### src/rtl/nor_seq_pkg.sv
package nor_seq_pkg;
  typedef enum logic [1:0] {RM_ARRAY = 2'd0, RM_ID = 2'd1, RM_STATUS = 2'd2} rd_mode_e;
  typedef enum logic [3:0] {
    S_READ, S_U1, S_U2, S_PROG, S_ASEL, S_BYP, S_BYP_PROG,
    S_ERA0, S_ERA1, S_ERACMD, S_ERAWIN, S_BUSY
  } seq_state_e;
endpackage

### src/rtl/nor_seq_timer.sv
module nor_seq_timer #(
  parameter int CW = 8
) (
  input  logic          clk,
  input  logic          rst_n,
  input  logic          start,
  input  logic [CW-1:0] load,
  output logic          busy,
  output logic          done
);
  logic [CW-1:0] cnt_q;
  assign busy = (cnt_q != '0);
  assign done = (cnt_q == CW'(1));
  always_ff @(posedge clk or negedge rst_n) begin
    if (!rst_n)     cnt_q <= '0;
    else if (start) cnt_q <= load;
    else if (busy)  cnt_q <= cnt_q - CW'(1);
  end
endmodule

### src/rtl/nor_seq_store.sv
module nor_seq_store #(
  parameter int AW    = 6,
  parameter int DW    = 16,
  parameter int SECTS = 4
) (
  input  logic             clk,
  input  logic             rst_n,
  input  logic             start_prog,
  input  logic             start_erase,
  input  logic [AW-1:0]    op_addr,
  input  logic [DW-1:0]    op_data,
  input  logic [SECTS-1:0] op_mask,
  input  logic             done,
  input  logic [AW-1:0]    rd_addr,
  output logic [DW-1:0]    rd_word,
  output logic             pend_d7
);
  localparam int WORDS = 1 << AW;
  localparam int WPS   = WORDS / SECTS;

  logic             erase_q;
  logic [AW-1:0]    addr_q;
  logic [DW-1:0]    data_q;
  logic [SECTS-1:0] mask_q;
  logic [DW-1:0]    mem [WORDS];

  always_ff @(posedge clk or negedge rst_n) begin
    if (!rst_n) begin
      erase_q <= 1'b0;
      addr_q  <= '0;
      data_q  <= '1;
      mask_q  <= '0;
    end else if (start_prog) begin
      erase_q <= 1'b0;
      addr_q  <= op_addr;
      data_q  <= op_data;
    end else if (start_erase) begin
      erase_q <= 1'b1;
      data_q  <= '1;
      mask_q  <= op_mask;
    end
  end

  for (genvar g = 0; g < WORDS; g++) begin : g_word
    localparam int SI = g / WPS;
    always_ff @(posedge clk or negedge rst_n) begin
      if (!rst_n)
        mem[g] <= '1;
      else if (done && erase_q && mask_q[SI])
        mem[g] <= '1;
      else if (done && !erase_q && addr_q == AW'(g))
        mem[g] <= mem[g] & data_q;
    end
  end

  assign rd_word = mem[rd_addr];
  assign pend_d7 = data_q[7];
endmodule

### src/rtl/nor_seq_fsm.sv
module nor_seq_fsm
  import nor_seq_pkg::*;
#(
  parameter int            AW        = 6,
  parameter int            DW        = 16,
  parameter int            SECTS     = 4,
  parameter int            SECT_WIN  = 8,
  parameter logic [AW-1:0] UA1       = 6'h15,
  parameter logic [AW-1:0] UA2       = 6'h2A,
  parameter logic [7:0]    UD1       = 8'hAA,
  parameter logic [7:0]    UD2       = 8'h55,
  parameter logic [7:0]    CMD_RESET = 8'hF0,
  parameter logic [7:0]    CMD_ASEL  = 8'h90,
  parameter logic [7:0]    CMD_PROG  = 8'hA0,
  parameter logic [7:0]    CMD_ERASE = 8'h80,
  parameter logic [7:0]    CMD_BYP   = 8'h20,
  parameter logic [7:0]    CMD_CHIP  = 8'h10,
  parameter logic [7:0]    CMD_SECT  = 8'h30
) (
  input  logic             clk,
  input  logic             rst_n,
  input  logic             wr_fire,
  input  logic [AW-1:0]    wr_addr,
  input  logic [DW-1:0]    wr_data,
  input  logic             done,
  output logic             start_prog,
  output logic             start_erase,
  output logic [SECTS-1:0] erase_mask,
  output rd_mode_e         mode
);
  localparam int SB = $clog2(SECTS);
  localparam int WW = $clog2(SECT_WIN + 1);

  seq_state_e       state_q, nxt;
  logic             ret_byp_q, ret_d;
  logic [SECTS-1:0] mask_q, mask_d;
  logic [WW-1:0]    win_q, win_d;
  logic [7:0]       d8;
  logic             hit1, hit2;
  logic [SECTS-1:0] sect_oh;

  assign d8      = wr_data[7:0];
  assign hit1    = (wr_addr == UA1) && (d8 == UD1);
  assign hit2    = (wr_addr == UA2) && (d8 == UD2);
  assign sect_oh = SECTS'(1) << wr_addr[AW-1 -: SB];

  always_comb begin
    nxt         = state_q;
    ret_d       = ret_byp_q;
    mask_d      = mask_q;
    win_d       = win_q;
    start_prog  = 1'b0;
    start_erase = 1'b0;
    case (state_q)
      S_READ:  if (wr_fire) nxt = hit1 ? S_U1 : S_READ;
      S_U1:    if (wr_fire) nxt = hit2 ? S_U2 : S_READ;
      S_U2: if (wr_fire) begin
        if (wr_addr != UA1)        nxt = S_READ;
        else if (d8 == CMD_PROG)   nxt = S_PROG;
        else if (d8 == CMD_ASEL)   nxt = S_ASEL;
        else if (d8 == CMD_ERASE)  nxt = S_ERA0;
        else if (d8 == CMD_BYP)    nxt = S_BYP;
        else                       nxt = S_READ;
      end
      S_PROG: if (wr_fire) begin
        start_prog = 1'b1; ret_d = 1'b0; nxt = S_BUSY;
      end
      S_ASEL:  if (wr_fire && d8 == CMD_RESET) nxt = S_READ;
      S_BYP: if (wr_fire) begin
        if (d8 == CMD_PROG)       nxt = S_BYP_PROG;
        else if (d8 == CMD_RESET) nxt = S_READ;
      end
      S_BYP_PROG: if (wr_fire) begin
        start_prog = 1'b1; ret_d = 1'b1; nxt = S_BUSY;
      end
      S_ERA0:  if (wr_fire) nxt = hit1 ? S_ERA1 : S_READ;
      S_ERA1:  if (wr_fire) nxt = hit2 ? S_ERACMD : S_READ;
      S_ERACMD: if (wr_fire) begin
        if (wr_addr == UA1 && d8 == CMD_CHIP) begin
          mask_d = '1; start_erase = 1'b1; ret_d = 1'b0; nxt = S_BUSY;
        end else if (d8 == CMD_SECT) begin
          mask_d = sect_oh; win_d = '0; nxt = S_ERAWIN;
        end else nxt = S_READ;
      end
      S_ERAWIN: begin
        if (wr_fire) begin
          if (d8 == CMD_SECT) begin mask_d = mask_q | sect_oh; win_d = '0; end
          else nxt = S_READ;
        end else if (win_q == WW'(SECT_WIN - 1)) begin
          start_erase = 1'b1; ret_d = 1'b0; nxt = S_BUSY;
        end else win_d = win_q + WW'(1);
      end
      S_BUSY:  if (done) nxt = ret_byp_q ? S_BYP : S_READ;
      default: nxt = S_READ;
    endcase
  end

  always_ff @(posedge clk or negedge rst_n) begin
    if (!rst_n) begin
      state_q   <= S_READ;
      ret_byp_q <= 1'b0;
      mask_q    <= '0;
      win_q     <= '0;
    end else begin
      state_q   <= nxt;
      ret_byp_q <= ret_d;
      mask_q    <= mask_d;
      win_q     <= win_d;
    end
  end

  assign erase_mask = mask_d;
  assign mode = (state_q == S_BUSY) ? RM_STATUS :
                (state_q == S_ASEL) ? RM_ID : RM_ARRAY;
endmodule

### src/rtl/nor_cmd_seq.sv
module nor_cmd_seq
  import nor_seq_pkg::*;
#(
  parameter int            AW        = 6,
  parameter int            DW        = 16,
  parameter int            SECTS     = 4,
  parameter int            SECT_WIN  = 8,
  parameter int            PROG_CYC  = 6,
  parameter int            ERASE_CYC = 20,
  parameter logic [AW-1:0] UA1       = 6'h15,
  parameter logic [AW-1:0] UA2       = 6'h2A,
  parameter logic [7:0]    UD1       = 8'hAA,
  parameter logic [7:0]    UD2       = 8'h55,
  parameter logic [7:0]    CMD_RESET = 8'hF0,
  parameter logic [7:0]    CMD_ASEL  = 8'h90,
  parameter logic [7:0]    CMD_PROG  = 8'hA0,
  parameter logic [7:0]    CMD_ERASE = 8'h80,
  parameter logic [7:0]    CMD_BYP   = 8'h20,
  parameter logic [7:0]    CMD_CHIP  = 8'h10,
  parameter logic [7:0]    CMD_SECT  = 8'h30,
  parameter logic [7:0]    MFR_ID    = 8'h37,
  parameter logic [7:0]    DEV_ID    = 8'hC4
) (
  input  logic          clk,
  input  logic          rst_n,
  input  logic          chip_en,
  input  logic          wr_valid,
  output logic          wr_ready,
  input  logic [AW-1:0] wr_addr,
  input  logic [DW-1:0] wr_data,
  input  logic          rd_valid,
  output logic          rd_ready,
  input  logic [AW-1:0] rd_addr,
  output logic          rsp_valid,
  output logic [DW-1:0] rsp_data,
  output logic [1:0]    rd_mode,
  output logic          busy
);
  localparam int MAXC = (PROG_CYC > ERASE_CYC) ? PROG_CYC : ERASE_CYC;
  localparam int CW   = $clog2(MAXC + 1);

  logic             wr_fire, rd_fire, done, start_prog, start_erase, pend_d7, tog_q;
  logic [SECTS-1:0] erase_mask;
  logic [DW-1:0]    rd_word;
  rd_mode_e         mode;

  assign wr_ready = !busy;
  assign rd_ready = 1'b1;
  assign wr_fire  = wr_valid && wr_ready && chip_en;
  assign rd_fire  = rd_valid && chip_en;
  assign rd_mode  = mode;

  nor_seq_fsm #(
    .AW(AW), .DW(DW), .SECTS(SECTS), .SECT_WIN(SECT_WIN),
    .UA1(UA1), .UA2(UA2), .UD1(UD1), .UD2(UD2),
    .CMD_RESET(CMD_RESET), .CMD_ASEL(CMD_ASEL), .CMD_PROG(CMD_PROG),
    .CMD_ERASE(CMD_ERASE), .CMD_BYP(CMD_BYP), .CMD_CHIP(CMD_CHIP), .CMD_SECT(CMD_SECT)
  ) u_fsm (
    .clk(clk), .rst_n(rst_n), .wr_fire(wr_fire), .wr_addr(wr_addr), .wr_data(wr_data),
    .done(done), .start_prog(start_prog), .start_erase(start_erase),
    .erase_mask(erase_mask), .mode(mode)
  );

  nor_seq_timer #(.CW(CW)) u_tmr (
    .clk(clk), .rst_n(rst_n), .start(start_prog || start_erase),
    .load(start_prog ? CW'(PROG_CYC) : CW'(ERASE_CYC)), .busy(busy), .done(done)
  );

  nor_seq_store #(.AW(AW), .DW(DW), .SECTS(SECTS)) u_store (
    .clk(clk), .rst_n(rst_n), .start_prog(start_prog), .start_erase(start_erase),
    .op_addr(wr_addr), .op_data(wr_data), .op_mask(erase_mask), .done(done),
    .rd_addr(rd_addr), .rd_word(rd_word), .pend_d7(pend_d7)
  );

  always_ff @(posedge clk or negedge rst_n) begin
    if (!rst_n) begin
      rsp_valid <= 1'b0;
      rsp_data  <= '0;
      tog_q     <= 1'b0;
    end else begin
      rsp_valid <= rd_fire;
      if (rd_fire) begin
        case (mode)
          RM_ID:     rsp_data <= DW'(rd_addr[0] ? DEV_ID : MFR_ID);
          RM_STATUS: rsp_data <= DW'({~pend_d7, tog_q, 6'b0});
          default:   rsp_data <= rd_word;
        endcase
        if (mode == RM_STATUS) tog_q <= ~tog_q;
      end
    end
  end
endmodule

### config.mk
export PLATFORM = sky130hd
export DESIGN_NAME = nor_cmd_seq
export DESIGN_NICKNAME = d
export VERILOG_FILES = /design/src/rtl/nor_seq_pkg.sv /design/src/rtl/nor_seq_timer.sv /design/src/rtl/nor_seq_store.sv /design/src/rtl/nor_seq_fsm.sv /design/src/rtl/nor_cmd_seq.sv
export SDC_FILE = /design/constraint.sdc
export NUM_CORES = 2
export LEC_CHECK = 0
export ABC_AREA = 1
export CAP_MARGIN = 20
export CELL_PAD_IN_SITES_DETAIL_PLACEMENT = 1
export CELL_PAD_IN_SITES_GLOBAL_PLACEMENT = 1
export CORE_UTILIZATION = 44
export CTS_CLUSTER_SIZE = 30
export DETAILED_ROUTE_END_ITERATION = 6
export DONT_BUFFER_PORTS = 1
export PLACE_DENSITY_LB_ADDON = 0.2
export SLEW_MARGIN = 5
export SYNTH_ARGS = -nofsm -noshare
export SYNTH_HDL_FRONTEND = slang
export SYNTH_SLANG_ARGS = --single-unit
### constraint.sdc
create_clock -name clk -period 1.9 [get_ports clk]
set_clock_uncertainty 0.15 [all_clocks]
set_input_delay 0.285 -clock clk [delete_from_list [all_inputs] [get_ports clk]]
set_output_delay 0.285 -clock clk [all_outputs]
set_load 0.005 [all_outputs]
; Yosys cells after proc, flatten, opt, wreduce, memory -nomap -nowiden
; Cells that the tools add are included.
[op_classes]
add_sub_neg = 2
magnitude_cmp = 1
n_eq_ne = 110
shift = 1
n_mux = 196
n_bitwise = 69
n_reduce_logical = 157
[op_table]
columns = operator, count
row1 = 16-bit 2-to-1 mux, 132
row2 = 16-bit AND, 64
row3 = "6-bit == test, second input constant", 33
row4 = 2-bit nonzero test, 67
row5 = 4-bit 2-to-1 mux, 33
row6 = "6-bit by 5-bit == test with 1-bit output, second input constant", 17
row7 = 16-bit binary-select mux with 6-bit select, 1
row8 = 1-bit logical AND, 77
row9 = "6-bit by 4-bit == test with 1-bit output, second input constant", 8
row10 = 4-bit case mux with 11 select lines, 1
row11 = "8-bit == test, second input constant", 5
row12 = 16-bit case mux with 2 select lines, 1
row13 = "2-bit by 1-bit != test with 1-bit output, second input constant", 14
row14 = "6-bit by 3-bit == test with 1-bit output, second input constant", 4
row15 = "4-bit by 3-bit == test with 1-bit output, second input constant", 5
row16 = "4-bit == test, second input constant", 4
row17 = "8-bit by 6-bit == test with 1-bit output, second input constant", 2
row18 = 1-bit 2-to-1 mux, 16
row19 = 4-bit case mux with 2 select lines, 2
row20 = 5-bit 2-to-1 mux, 3
row21 = 13-bit AND reduction, 1
row22 = "6-bit by 2-bit == test with 1-bit output, second input constant", 2
row23 = "4-bit by 2-bit == test with 1-bit output, second input constant", 2
row24 = "8-bit by 5-bit == test with 1-bit output, second input constant", 1
row25 = other kinds (33), 41
[totals]
register_bits = 1087
input_bits = 33
output_inout_bits = 22

; Longest topological paths before layout
[depth]
ltp_word = 8
mapped_depth = 14
depth_no_buf = 13

; Hierarchy
; Synthesis repeated with hierarchy kept, for this count alone.
[hier_totals]
cells_unflattened = 6344
hier_area_um2 = 51739.6
[by_module_without_submodules]
columns = mod, instances, cells_each, area_per_inst_um2, seq_area_each_um2
row1 = nor_seq_store, 1, 5953, 49092.1, 27601.5
row2 = nor_seq_fsm, 1, 239, 1383.8, 325.3
row3 = nor_cmd_seq, 1, 111, 944.7, 450.4
row4 = nor_seq_timer, 1, 41, 319.1, 125.1

; Worst setup path after synthesis
; OpenSTA, ideal clock, no wires.
[synth_timing]
path_kind = register -> register
from = reg u_tmr.cnt_q[0]
to = reg u_fsm.ret_byp_q
arrival_ps = 1796
required_time_ps = 1634
slack_ps = -162
path_stages_with_launch = 15
path_buffers = 1
synth_period_minus_slack_ps = 2062
cell_sequence = dfrtp_1 > inv_1 > ha_1 > nand3_2 > nor2_4 > inv_2 > nand2_2 > nor2_1 > inv_2 > o21ai_2 > nor2_4 > inv_4 > buf_6 > nand2_1 > nand2_1
[synth_between]
elab_chain_len = 6
[synth_lines]
columns = item, line
row1 = "start, declared", nor_seq_timer.sv:11  ; logic [CW-1:0] cnt_q;
row2 = "start signal, assigned", nor_seq_timer.sv:16  ; else if (start) cnt_q <= load;
row3 = "start signal, assigned", nor_seq_timer.sv:17  ; else if (busy) cnt_q <= cnt_q - CW'(1);
row4 = 5-bit nonzero test *, nor_seq_timer.sv:12  ; assign busy = (cnt_q != '0);
row5 = named net busy, nor_cmd_seq.sv:37  ; output logic busy
row6 = 1-bit zero test *, nor_cmd_seq.sv:47  ; assign wr_ready = !busy;
row7 = 1-bit logical AND * (2 in a row), nor_cmd_seq.sv:49  ; assign wr_fire = wr_valid && wr_ready && chip_en;
row8 = 2-bit != test (no source line) or 2-bit by 1-bit != test with 1-bit output (tied branches), --
row9 = 7-bit AND reduction (no source line) *, --
row10 = "end signal, assigned", nor_seq_fsm.sv:106  ; ret_byp_q <= ret_d;
row11 = "end, declared", nor_seq_fsm.sv:35  ; logic ret_byp_q, ret_d;
; Mark *: on every way through the listed nets, which the timed path passes. The rest lies on a longest branch.
; A chain may end at the register's enable or synchronous reset.

; Worst setup path in the final report
[layout_timing]
from = reg u_tmr.cnt_q[2]
to = reg u_store.mem[358] (netlist name)
[layout_between]
elab_chain_len = 4
[layout_lines]
columns = item, line
row1 = 5-bit by 1-bit == test with 1-bit output *, nor_seq_timer.sv:13  ; assign done = (cnt_q == CW'(1));
row2 = 1-bit logical AND (on tied branches) (2 in a row), "nor_seq_store.sv:49, nor_seq_store.sv:51"
row3 = 16-bit 2-to-1 mux or 2-bit nonzero test (tied branches), --
row4 = "end signal, assigned by index", nor_seq_store.sv:52  ; mem[g] <= mem[g] & data_q;
row5 = "end, declared", nor_seq_store.sv:25  ; logic [DW-1:0] mem [WORDS];
; Mark *: on every way between the ends. The rest lies on a longest branch, timed or not.

==> results_dict.tcl <==
set metrics [dict create \
    die_w_um 342.1 \
    arrival_ns 2.91 \
    multi_input_area_mm2 0.02121 \
    setup_tns_ns -409.89 \
    ant_nets 0 \
    synth_area_per_cell_um2 8.157 \
    report.power.total_mw 71.58 \
    grt_usage_pct 32.62 \
    areaGrowthSynthToFinish_pct 21.50 \
    yosys_warnings 0 \
    finalWorstSetupSlack_ns -0.5220 \
    antenna_found_initial 6 \
    slew_violations 0 \
    utilization_pct 54.01 \
    reg2reg_to "u_store.mem[358]" \
    run_status "finished with violations" \
    placed_cell_area_mm2 0.05541 \
    wl_per_cell_um 24.71 \
    rows 124 \
    cts_tree "built" \
    postCtsHoldBufs 34 \
    setup_viol 1334 \
    rsz0062_at_grt "yes" \
    whs_ns -0.7376 \
    layout_common_cells "nand2_1, dfstp_2, nand3_1" \
    dpl.hpwl_um 108800 \
    fin_area_mm2 0.06184 \
    crit_required_ns 2.39 \
    yosysTopAreaCellShare_pct 53.69 \
    dieArea_mm2 0.1170 \
    viasPerCell 5.880 \
    grt_max_degree 515 \
    cts_max_path_buffers 3 \
    post-place-ws_ns -0.8641 \
    core_mm2 0.1145 \
    cp-end-kind "register" \
    cts.reportedPaths.clkPinSlew_ns 0.07 \
    synth-seq-area-share_pct 56.00 \
    ios 55 \
    final_common_cell "nand2_1" \
    final_nets 6330 \
    path_class "reg2reg" \
    ys_types 44 \
    max-slew-margin-rel_pct 12.30 \
    min_path_type "in2async" \
    synth_seq_cells 1087 \
    critPathLaunchType "register" \
    grt_pass1_vias 48530 \
    cp_max_fo 16 \
    drtPass1Iterations 7 \
    rrSetupSlack_ns -0.52 \
    worstMarginPinSlew_ns 1.315 \
    final-seq-area_mm2 0.02850 \
    layout-drive-gt1-share_pct 30.06 \
    period_minus_slack_ns 2.422 \
    clk-insertion-delay-late_ns 0.74 \
    p_leak_nw 29.64 \
    r2r-start "u_tmr.cnt_q[2]" \
    cts_sinks 1087 \
    drcViolationCount 8 \
    final_cells 7905 \
    wl_um 195400 \
    ir_drop_v 0.002377 \
    max_freq_mhz 412.9 \
    fp.dieH_um 342.1 \
    fillers 13270 \
    synth_top_area_cell "dfstp_2" \
    reg2reg_depth 12 \
    port-buffer-count 0 \
    gp_congestion 0.8549 \
    vias 46480 \
    drt_iter0_drc 4007 \
    cts_htree_levels 3 \
    maxCapViolations 0 \
    syn-num-nets 6277 \
    dp.cells 7607 \
    grt_pass1_wl_um 295700 \
    synthesis.area_mm2 0.05090 \
    initial_core_util_pct 44.45 \
    cts_made_buffers 121 \
    hold_violations 226 \
    violations "design-rule violations, negative hold slack, negative setup slack" \
    ys_top_cells_by_area "dfstp_2, nand2_1, o21ai_0, nand3_1, clkbuf_1" \
    overflow 0 \
    postSynthCellCount 6240 \
    cp-startpoint "u_tmr.cnt_q[2]" \
    endpoint "u_store.mem[358]" \
    fin_crit_sh_pct 127.5 \
    cts_root_buffer "clkbuf_16" \
    power.density_cell_area_mw_per_mm2 1157 \
]
## synth_stat cells (all sizes together)
cell	number
nand4	10
conb	1
a211oi	1
dfstp	1040
nand2	2463
or2	1
o31ai	19
nor4	5
inv	62
dfrtp	47
nand3	781
and2	3
ha	4
clkbuf	423
xor2	2
nand3b	1
xnor2	1
nor3b	1
a21oi	100
a31oi	2
o211ai	14
nor2	104
o21ai	1047
o21a	1
nor3	11
o41ai	1
buf	94
a22oi	1
## routing by layer
metal  up-vias  track usage, %  share of wire (%)
met1     24120           44.08                 42
met3       370           4.538                6.0
met4         4           12.61                3.9
met5         -               0              0.017
met2      1386           53.06                 48
li1      20600               -                  -
## where the power goes
part / internal (mW) / total (mW) / switching, mW / leakage [nW]
registers: 29.0 / 31.4 / 2.36 / 11.3
clock network: 14.7 / 24.7 / 9.99 / 2.06
logic: 4.48 / 15.5 / 11.1 / 16.3
## logic make-up after synthesis
| group | after synthesis | synth area share [%] |
|---|---|---|
| compound gates | 1186 | 11.86 |
| flops | 1087 | 56.00 |
| other cells | 1 | 0.007368 |
| fa+ha+maj | 4 | 0.09833 |
| xor+xnor | 3 | 0.05163 |
| buf+inv | 579 | 4.575 |
| simple gates | 3380 | 27.41 |
## registers in the layout (all words and copies together) (netlist names)
| name | cells |
|---|---|
| u_fsm.win_q | 4 |
| tog_q | 1 |
| u_fsm.state_q | 4 |
| u_fsm.ret_byp_q | 1 |
| u_fsm.mask_q | 4 |
| u_store.erase_q | 1 |
| u_tmr.cnt_q | 5 |
| u_store.mask_q | 4 |
| u_store.data_q | 16 |
| u_store.addr_q | 6 |
| rsp_valid | 1 |
| rsp_data | 16 |
| u_store.mem | 1024 |
## worst max-delay path: stages, from the launching register on
cell     delay (ns)
dfrtp_1        0.48
nor2_4         0.18
nand3_4        0.10
nor2_4         0.11
buf_6          0.14
inv_4          0.05
buf_12         0.14
nor4_4         0.16
buf_4          0.22
nand2_2        0.08
buf_12         0.18
o21ai_0        0.22
nand2_1        0.09
## cell type report
class                      count  share of cell area (%)
antenna                        3                 0.01214
clock buffer                 190                   6.090
clock inverter                30                  0.6252
inverter                      62                  0.4330
multi-input combinational   4574                   34.30
sequential                  1087                   46.09
tap                         1512                   3.059
timing repair buffer         447                   9.390
## worst min-delay path by stage
stage | depth (start not counted) | endpoint
6_report | 0 | u_store.mem[476]
5_1_grt | 0 | u_store.mem[476]
4_1_cts | 0 | u_store.mem[476]
3_5_place_dp | 0 | u_store.mem[479]
3_3_place_gp | 0 | u_store.mem[458]
2_1_floorplan | 0 | rsp_data[0]
## what timing repair did
action	CTS	global route
setup endpoints to repair	1228	1401
resized for setup	191	413
cloned	4	13
pin swaps	6	13
hold endpoints to repair	138	164
setup buffers	15	7
Power figures use the tool's default switching activity.
